==> config.mk <==
export PLATFORM = sky130hd
export DESIGN_NAME = timer_watchdog
export DESIGN_NICKNAME = d
export VERILOG_FILES = /design/src/rtl/tw_pkg.sv /design/src/rtl/tw_pin_sync.sv /design/src/rtl/tw_prescaler.sv /design/src/rtl/tw_timer.sv /design/src/rtl/tw_watchdog.sv /design/src/rtl/timer_watchdog.sv
export SDC_FILE = /design/constraint.sdc
export NUM_CORES = 1
export LEC_CHECK = 0
export BUFFER_PORTS_ARGS = -buffer_cell sky130_fd_sc_hd__buf_2
export CAP_MARGIN = 20
export CORE_ASPECT_RATIO = 0.5
export CORE_MARGIN = 2
export CORE_UTILIZATION = 40
export CTS_CLUSTER_SIZE = 14
export DETAILED_ROUTE_END_ITERATION = 10
export GPL_TIMING_DRIVEN = 0
export HOLD_SLACK_MARGIN = 0.08
export MAX_ROUTING_LAYER = met4
export SLEW_MARGIN = 10
export SYNTH_ARGS = -nofsm -noshare
export SYNTH_HDL_FRONTEND = slang
export SYNTH_SLANG_ARGS = --single-unit
==> constraint.sdc <==
create_clock -name clk -period 4.4 [get_ports clk]
set_input_delay 0 -clock clk [delete_from_list [all_inputs] [get_ports clk]]
set_output_delay 0 -clock clk [all_outputs]
set_load 0.005 [all_outputs]
==> src/rtl/tw_pkg.sv <==
package tw_pkg;
  localparam int CTL_W   = 8;
  localparam int RATIO_W = 3;

  typedef struct packed {
    logic               spare;
    logic               int_en;
    logic [RATIO_W-1:0] ratio;
    logic               pre_wdt;
    logic               edge_fall;
    logic               src_pin;
  } tw_ctl_t;

  localparam logic [CTL_W-1:0] CTL_RST = 8'hBF;
endpackage

==> src/rtl/tw_pin_sync.sv <==
module tw_pin_sync #(
  parameter int STAGES = 2
) (
  input  logic clk,
  input  logic rst_n,
  input  logic pin,
  input  logic edge_fall,
  output logic pin_ev
);
  logic [STAGES-1:0] stage_d;
  logic [STAGES-1:0] stage_q;
  logic              prev_q;
  logic              level;

  for (genvar i = 0; i < STAGES; i++) begin : g_stage
    if (i == 0) begin : g_first
      assign stage_d[i] = pin;
    end else begin : g_next
      assign stage_d[i] = stage_q[i-1];
    end
  end

  assign level = stage_q[STAGES-1];

  always_comb begin
    if (edge_fall) pin_ev = prev_q & ~level;
    else           pin_ev = ~prev_q & level;
  end

  always_ff @(posedge clk or negedge rst_n) begin
    if (!rst_n) begin
      stage_q <= '0;
      prev_q  <= 1'b0;
    end else begin
      stage_q <= stage_d;
      prev_q  <= level;
    end
  end
endmodule

==> src/rtl/tw_prescaler.sv <==
module tw_prescaler #(
  parameter int PRE_W   = 8,
  parameter int RATIO_W = 3
) (
  input  logic               clk,
  input  logic               rst_n,
  input  logic               ev,
  input  logic               clr,
  input  logic               to_wdt,
  input  logic [RATIO_W-1:0] ratio,
  output logic               div_pulse,
  output logic [PRE_W-1:0]   cnt_q
);
  logic [RATIO_W:0] shamt;
  logic [PRE_W:0]   span;
  logic [PRE_W:0]   cnt_ext;
  logic [PRE_W-1:0] cnt_d;
  logic             low_zero;

  always_comb begin
    if (to_wdt) shamt = {1'b0, ratio};
    else        shamt = {1'b0, ratio} + 1'b1;
    span     = ((PRE_W+1)'(1) << shamt) - (PRE_W+1)'(1);
    cnt_ext  = {1'b0, cnt_q};
    low_zero = ((cnt_ext & span) == '0);
    div_pulse = ev && !clr && low_zero;
  end

  always_comb begin
    cnt_d = cnt_q;
    if (clr)     cnt_d = '1;
    else if (ev) cnt_d = cnt_q - 1'b1;
  end

  always_ff @(posedge clk or negedge rst_n) begin
    if (!rst_n) cnt_q <= '1;
    else        cnt_q <= cnt_d;
  end
endmodule

==> src/rtl/tw_timer.sv <==
module tw_timer #(
  parameter int TMR_W = 8
) (
  input  logic             clk,
  input  logic             rst_n,
  input  logic             we,
  input  logic [TMR_W-1:0] wdata,
  input  logic             inc,
  input  logic             ovf_clr,
  output logic [TMR_W-1:0] q,
  output logic             ovf
);
  logic [TMR_W-1:0] q_d;
  logic             ovf_d;
  logic             wrap;

  always_comb begin
    wrap  = !we && inc && (q == '1);
    q_d   = q;
    ovf_d = ovf;
    if (we)       q_d = wdata;
    else if (inc) q_d = q + 1'b1;
    if (wrap)         ovf_d = 1'b1;
    else if (ovf_clr) ovf_d = 1'b0;
  end

  always_ff @(posedge clk or negedge rst_n) begin
    if (!rst_n) begin
      q   <= '0;
      ovf <= 1'b0;
    end else begin
      q   <= q_d;
      ovf <= ovf_d;
    end
  end
endmodule

==> src/rtl/tw_watchdog.sv <==
module tw_watchdog #(
  parameter int WDT_W = 8
) (
  input  logic clk,
  input  logic rst_n,
  input  logic en,
  input  logic adv,
  input  logic clr,
  output logic req
);
  logic [WDT_W-1:0] cnt_q;
  logic [WDT_W-1:0] cnt_d;
  logic             step;
  logic             req_d;

  always_comb begin
    step  = adv && en && !clr;
    cnt_d = cnt_q;
    if (clr)       cnt_d = '0;
    else if (step) cnt_d = cnt_q + 1'b1;
    req_d = step && (cnt_q == '1);
  end

  always_ff @(posedge clk or negedge rst_n) begin
    if (!rst_n) begin
      cnt_q <= '0;
      req   <= 1'b0;
    end else begin
      cnt_q <= cnt_d;
      req   <= req_d;
    end
  end
endmodule

==> src/rtl/timer_watchdog.sv <==
module timer_watchdog
  import tw_pkg::*;
#(
  parameter int PRE_W  = 8,
  parameter int TMR_W  = 8,
  parameter int WDT_W  = 8,
  parameter int SYNC_N = 2
) (
  input  logic             clk,
  input  logic             rst_n,
  input  logic             ctl_we,
  input  logic [CTL_W-1:0] ctl_wdata,
  output logic [CTL_W-1:0] ctl_q,
  input  logic             wdt_en_we,
  input  logic             wdt_en_d,
  output logic             wdt_en_q,
  input  logic             cyc_tick,
  input  logic             cnt_pin,
  input  logic             tmr_we,
  input  logic [TMR_W-1:0] tmr_wdata,
  output logic [TMR_W-1:0] tmr_q,
  input  logic             ovf_clr,
  output logic             ovf_flag,
  input  logic             wdt_tick,
  input  logic             wdt_clear,
  input  logic             sleep_enter,
  output logic             wdt_rst_req,
  output logic [PRE_W-1:0] pre_q
);
  tw_ctl_t          ctl_r;
  logic [CTL_W-1:0] ctl_d;
  logic             wen_d;
  logic             pin_ev;
  logic             tmr_ev;
  logic             wdt_ev;
  logic             pre_ev;
  logic             pre_clr;
  logic             div_pulse;
  logic             tmr_inc;
  logic             wdt_adv;
  logic             wdt_clr_any;

  always_comb begin
    ctl_d = ctl_r;
    if (ctl_we) ctl_d = ctl_wdata;
    wen_d = wdt_en_q;
    if (wdt_en_we) wen_d = wdt_en_d;
  end

  always_ff @(posedge clk or negedge rst_n) begin
    if (!rst_n) begin
      ctl_r    <= CTL_RST;
      wdt_en_q <= 1'b1;
    end else begin
      ctl_r    <= ctl_d;
      wdt_en_q <= wen_d;
    end
  end

  assign ctl_q = ctl_r;

  tw_pin_sync #(.STAGES(SYNC_N)) u_sync (
    .clk       (clk),
    .rst_n     (rst_n),
    .pin       (cnt_pin),
    .edge_fall (ctl_r.edge_fall),
    .pin_ev    (pin_ev)
  );

  always_comb begin
    wdt_clr_any = wdt_clear | sleep_enter;
    tmr_ev      = ctl_r.src_pin ? pin_ev : cyc_tick;
    wdt_ev      = wdt_tick & wdt_en_q;
    if (ctl_r.pre_wdt) begin
      pre_ev  = wdt_ev;
      pre_clr = wdt_clr_any;
      tmr_inc = tmr_ev;
      wdt_adv = div_pulse;
    end else begin
      pre_ev  = tmr_ev;
      pre_clr = tmr_we;
      tmr_inc = div_pulse;
      wdt_adv = wdt_ev;
    end
  end

  tw_prescaler #(.PRE_W(PRE_W), .RATIO_W(RATIO_W)) u_pre (
    .clk       (clk),
    .rst_n     (rst_n),
    .ev        (pre_ev),
    .clr       (pre_clr),
    .to_wdt    (ctl_r.pre_wdt),
    .ratio     (ctl_r.ratio),
    .div_pulse (div_pulse),
    .cnt_q     (pre_q)
  );

  tw_timer #(.TMR_W(TMR_W)) u_tmr (
    .clk     (clk),
    .rst_n   (rst_n),
    .we      (tmr_we),
    .wdata   (tmr_wdata),
    .inc     (tmr_inc),
    .ovf_clr (ovf_clr),
    .q       (tmr_q),
    .ovf     (ovf_flag)
  );

  tw_watchdog #(.WDT_W(WDT_W)) u_wdt (
    .clk   (clk),
    .rst_n (rst_n),
    .en    (wdt_en_q),
    .adv   (wdt_adv),
    .clr   (wdt_clr_any),
    .req   (wdt_rst_req)
  );
endmodule

==> reports/qor.log <==
INFO  status         outcome=completed
INFO  global_routing globalRoute.totalOverflow=0
INFO  synth          synthesis.yosys.warnings=0
INFO  worst_setup_path crit-reg2reg-launch=ctl_q[3]
INFO  synth          netlist.top_cell.by_area=sky130_fd_sc_hd__dfrtp_1
INFO  placement      dp_hpwl=4560µm
INFO  cells_and_area layout.cells.most_common_list=sky130_fd_sc_hd__buf_2 (55), sky130_fd_sc_hd__nand2_1 (32), sky130_fd_sc_hd__nand3_1 (24), sky130_fd_sc_hd__dfrtp_1 (22), sky130_fd_sc_hd__dlygate4sd3_1 (22)
INFO  sta            report.final.setup_viol=0
INFO  cells_and_area finish.net_count=383
INFO  cells_and_area num_antenna_cells=0
INFO  sta            fin_crit_sh=0.799
INFO  cts            clock_tree.buffer_depth=2
INFO  cts            clkSinkCount=38
INFO  sta            max_freq=284MHz
INFO  sta            fin_worst_skew=0.00523ns
INFO  synth          synth_top_family_by_area=simple AND/OR/NAND/NOR gates
INFO  synth          synth-compound-area-share=0.183
INFO  die            fp.dieH=60.1µm
INFO  drt            detail_route.wirelength=6320µm
INFO  drt            viasPerCell=5.31
INFO  cells_and_area layout.core_utilization=0.545
INFO  drt            route.antenna.remaining_nets=0
INFO  sta            final-hold-violation-count=0
INFO  synth          synth-edff-count=0
INFO  synth          post_synth_num_cell_types=61
INFO  synth          synthSimpleGateAreaFrac=0.275
INFO  worst_setup_path cp_slowest_stage_delay=0.55ns
INFO  worst_setup_path worst_path_max_delay_cell=sky130_fd_sc_hd__dfstp_2
INFO  cts            worst_setup_hold_path_clk_slew=0.06ns
INFO  sta            rsz0062_at_grt=no
INFO  cells_and_area multiInputGateArea=1410µm²
INFO  sta            timing_max_transition_violations_final=0
INFO  synth          synth.cell_area=2520µm²
INFO  die            core_area=6080µm²
INFO  drt            first_iter_violations=158
INFO  synth          cell_count_after_synthesis=268
INFO  worst_setup_path path_cells=ha_1, or2_2, nor4_1, a31oi_1, ha_1, inv_1, a2111oi_4, a211o_2, a21bo_1, and4_4, buf_6, or4b_1, nand3_1
INFO  job            maxCapViolCount=0
INFO  synth          ys_top_cells_by_area=sky130_fd_sc_hd__dfrtp_1 (22%), sky130_fd_sc_hd__dfstp_2 (17%), sky130_fd_sc_hd__nand3_1 (4.8%), sky130_fd_sc_hd__nand2_1 (4.8%), sky130_fd_sc_hd__mux2_2 (3.6%)
INFO  cts            worst_skew_pair.late_latency=0.28ns
INFO  power_and_ir_drop power.density_cell_area=348nW/µm²
INFO  die            fp.dieArea=6990µm²
INFO  global_routing via_count_of_the_first_global_routing_pass=2112
INFO  cts            clock_buffers_created_by_tritoncts=5
INFO  global_routing grt_max_degree=39
INFO  cts            cts-root-buf=sky130_fd_sc_hd__clkbuf_16
INFO  sta            worst-slew-pin-transition=0.903ns
INFO  sta            setup_tns=0ns
INFO  placement      gp_routability_congestion=0.856
INFO  global_routing grt_pass1_wl=10100µm
INFO  worst_setup_path critical_path.max_fanout=10
INFO  cts            clock_tree.htree_level_count=2
INFO  global_routing number_of_antenna_violations_at_the_first_check_in_global_routing=0
INFO  synth          async_flop_share=1.00
INFO  power_and_ir_drop vdd_ir_drop_max=0.000169V
INFO  drt            drc=0
INFO  worst_setup_path critPathCaptureType=flop
INFO  die            floorplan.rows=20
INFO  worst_setup_path cp.required=4.61ns
INFO  worst_setup_path critPathArrivalTime=3.73ns
INFO  sta            timing.max_slew.rel_slack=0.398
INFO  synth          synth_top_flop_cell=sky130_fd_sc_hd__dfrtp_1
INFO  worst_setup_path timing.critical_path.from=ctl_q[3]
INFO  worst_setup_path worst_setup_path_start_kind=flop
INFO  synth          postSynthNetCount=301
INFO  drt            dr_total_vias=2332
INFO  cells_and_area nFillCells=597
INFO  synth          ys_ff_latch=38
INFO  synth          synth-adder-area-share=0.0248
INFO  drt            post_drt_wl_per_cell=14.4µm
INFO  synth          synth_largest_type_area_fraction=0.219
INFO  sta            period_minus_slack=3.52ns
INFO  cells_and_area final_common_cell=sky130_fd_sc_hd__buf_2
INFO  placement      placement.io_buffers=53
INFO  cells_and_area post_route_cells_drive_above_1_share=0.311
INFO  die            die_w=116µm
INFO  cts            post_cts_resize_count=0
INFO  worst_hold_path holdCritStartpoint=sleep_enter
INFO  synth          synth_mux_area_frac=0.0596
INFO  synth          syn_avg_cell_area=9.40µm²
INFO  cts            tritoncts_clock_tree=done
INFO  die            start_util=0.414
INFO  cells_and_area area_growth_syn_to_layout=31.5%
INFO  worst_hold_path hold_class=input port to flop
INFO  worst_setup_path critical-path-top-cell-by-count=sky130_fd_sc_hd__ha_1
INFO  synth          ys_seq_area_frac=0.385
INFO  synth          share_of_the_synthesized_netlist_area_taken_by_xor_and_xnor_gates=0.0174
INFO  worst_setup_path path_delay_family=simple AND/OR/NAND/NOR gates
INFO  drt            drt_first_pass_iters=4
INFO  worst_setup_path critical_path_buf_inv_count=2
INFO  power_and_ir_drop p_leak=1.42nW
INFO  global_routing groute.usage.overall=0.192
INFO  worst_setup_path timing_worst_setup_path_type=flop to flop
INFO  cells_and_area area.sequential=971µm²
INFO  die            design.portCount=55
## synth_stat cells, types with 6 or more instances
library cell	number
sky130_fd_sc_hd__or3_1	7
sky130_fd_sc_hd__inv_1	8
sky130_fd_sc_hd__dfrtp_1	22
sky130_fd_sc_hd__o21ai_0	14
sky130_fd_sc_hd__mux2_2	8
sky130_fd_sc_hd__a21oi_1	8
sky130_fd_sc_hd__nand3_1	24
sky130_fd_sc_hd__dfstp_2	16
sky130_fd_sc_hd__nand2_1	32
sky130_fd_sc_hd__mux2i_1	6
sky130_fd_sc_hd__nor2_1	10
## final timing paths
kind,endpoint,cells after the start,slack (ns)
max in group asynchronous,u_sync.prev_q,2,3.45
setup / recovery,u_tmr.q[3],13,0.88
hold / removal,u_wdt.cnt_q[2],3,0.09
setup reg to reg,u_tmr.q[3],13,0.88
min in group asynchronous,u_tmr.q[4],2,0.39
hold reg to reg,u_sync.stage_q[1],0,0.35
## layout make-up
cell class / count / share of cell area
Buffer: 14 / 0.0313
Clock buffer: 6 / 0.0419
Clock inverter: 2 / 0.0181
Inverter: 9 / 0.0102
Multi-Input combinational cell: 207 / 0.426
Sequential cell: 38 / 0.293
Tap cell: 88 / 0.0332
Timing Repair Buffer: 75 / 0.147
## power by group
| group | switching (mW) | total [mW] | internal, mW |
|---|---|---|---|
| clock | 0.142 | 0.482 | 0.340 |
| combinational | 0.136 | 0.261 | 0.125 |
| sequential | 0.0292 | 0.410 | 0.381 |
## metrics by stage
stage          instance area, µm²  setup slack [ns]  instances  hold slack [ns]  total power [mW]
2_1_floorplan                2520              1.24        268           -0.296             0.575
3_3_place_gp                 2890             0.963        409            0.115             0.652
3_5_place_dp                 2890             0.914        409            0.115             0.659
4_1_cts                      3310             0.903        439           0.0802              1.16
5_1_grt                      3310             0.706        439            0.103              1.21
6_report                     3310             0.885        439           0.0858              1.15
## registers in the layout, summed over array words and instances (netlist names)
signal / count
ctl_q: 8
u_pre.cnt_q: 8
u_sync.prev_q: 1
u_sync.stage_q: 2
u_tmr.ovf: 1
u_tmr.q: 8
u_wdt.cnt_q: 8
u_wdt.req: 1
wdt_en_q: 1
## metal layers
layer	vias to the layer above	track usage	share of wire	wire length [µm]
met4	0	0.0357	0.0073	46
li1	1161	-	-	-
met2	36	0.302	0.44	2810
met5	-	-	0	0
met3	4	0.0365	0.034	215
met1	1131	0.263	0.51	3250
## kinds of logic (layout without fill, tap and decap cells)
logic type | Yosys count | in the layout
AOI/OAI and AO/OA | 59 | 59
xor gates and xnor gates | 5 | 5
adders and majority gates | 5 | 5
buffers and inverters | 23 | 106
DFF | 38 | 38
muxes | 14 | 14
and+or+nand+nor | 124 | 124
## worst min-delay path, cell delays in order
cell and delay, ns:
sky130_fd_sc_hd__buf_2 0.14, sky130_fd_sc_hd__or3_1 0.12, sky130_fd_sc_hd__mux2i_1 0.06
## timing repair
item	CTS	global route
setup buffers	0	0
endpoints found under the hold margin	44	0
hold buffers	22	0
(Power assumes the default switching activity.)
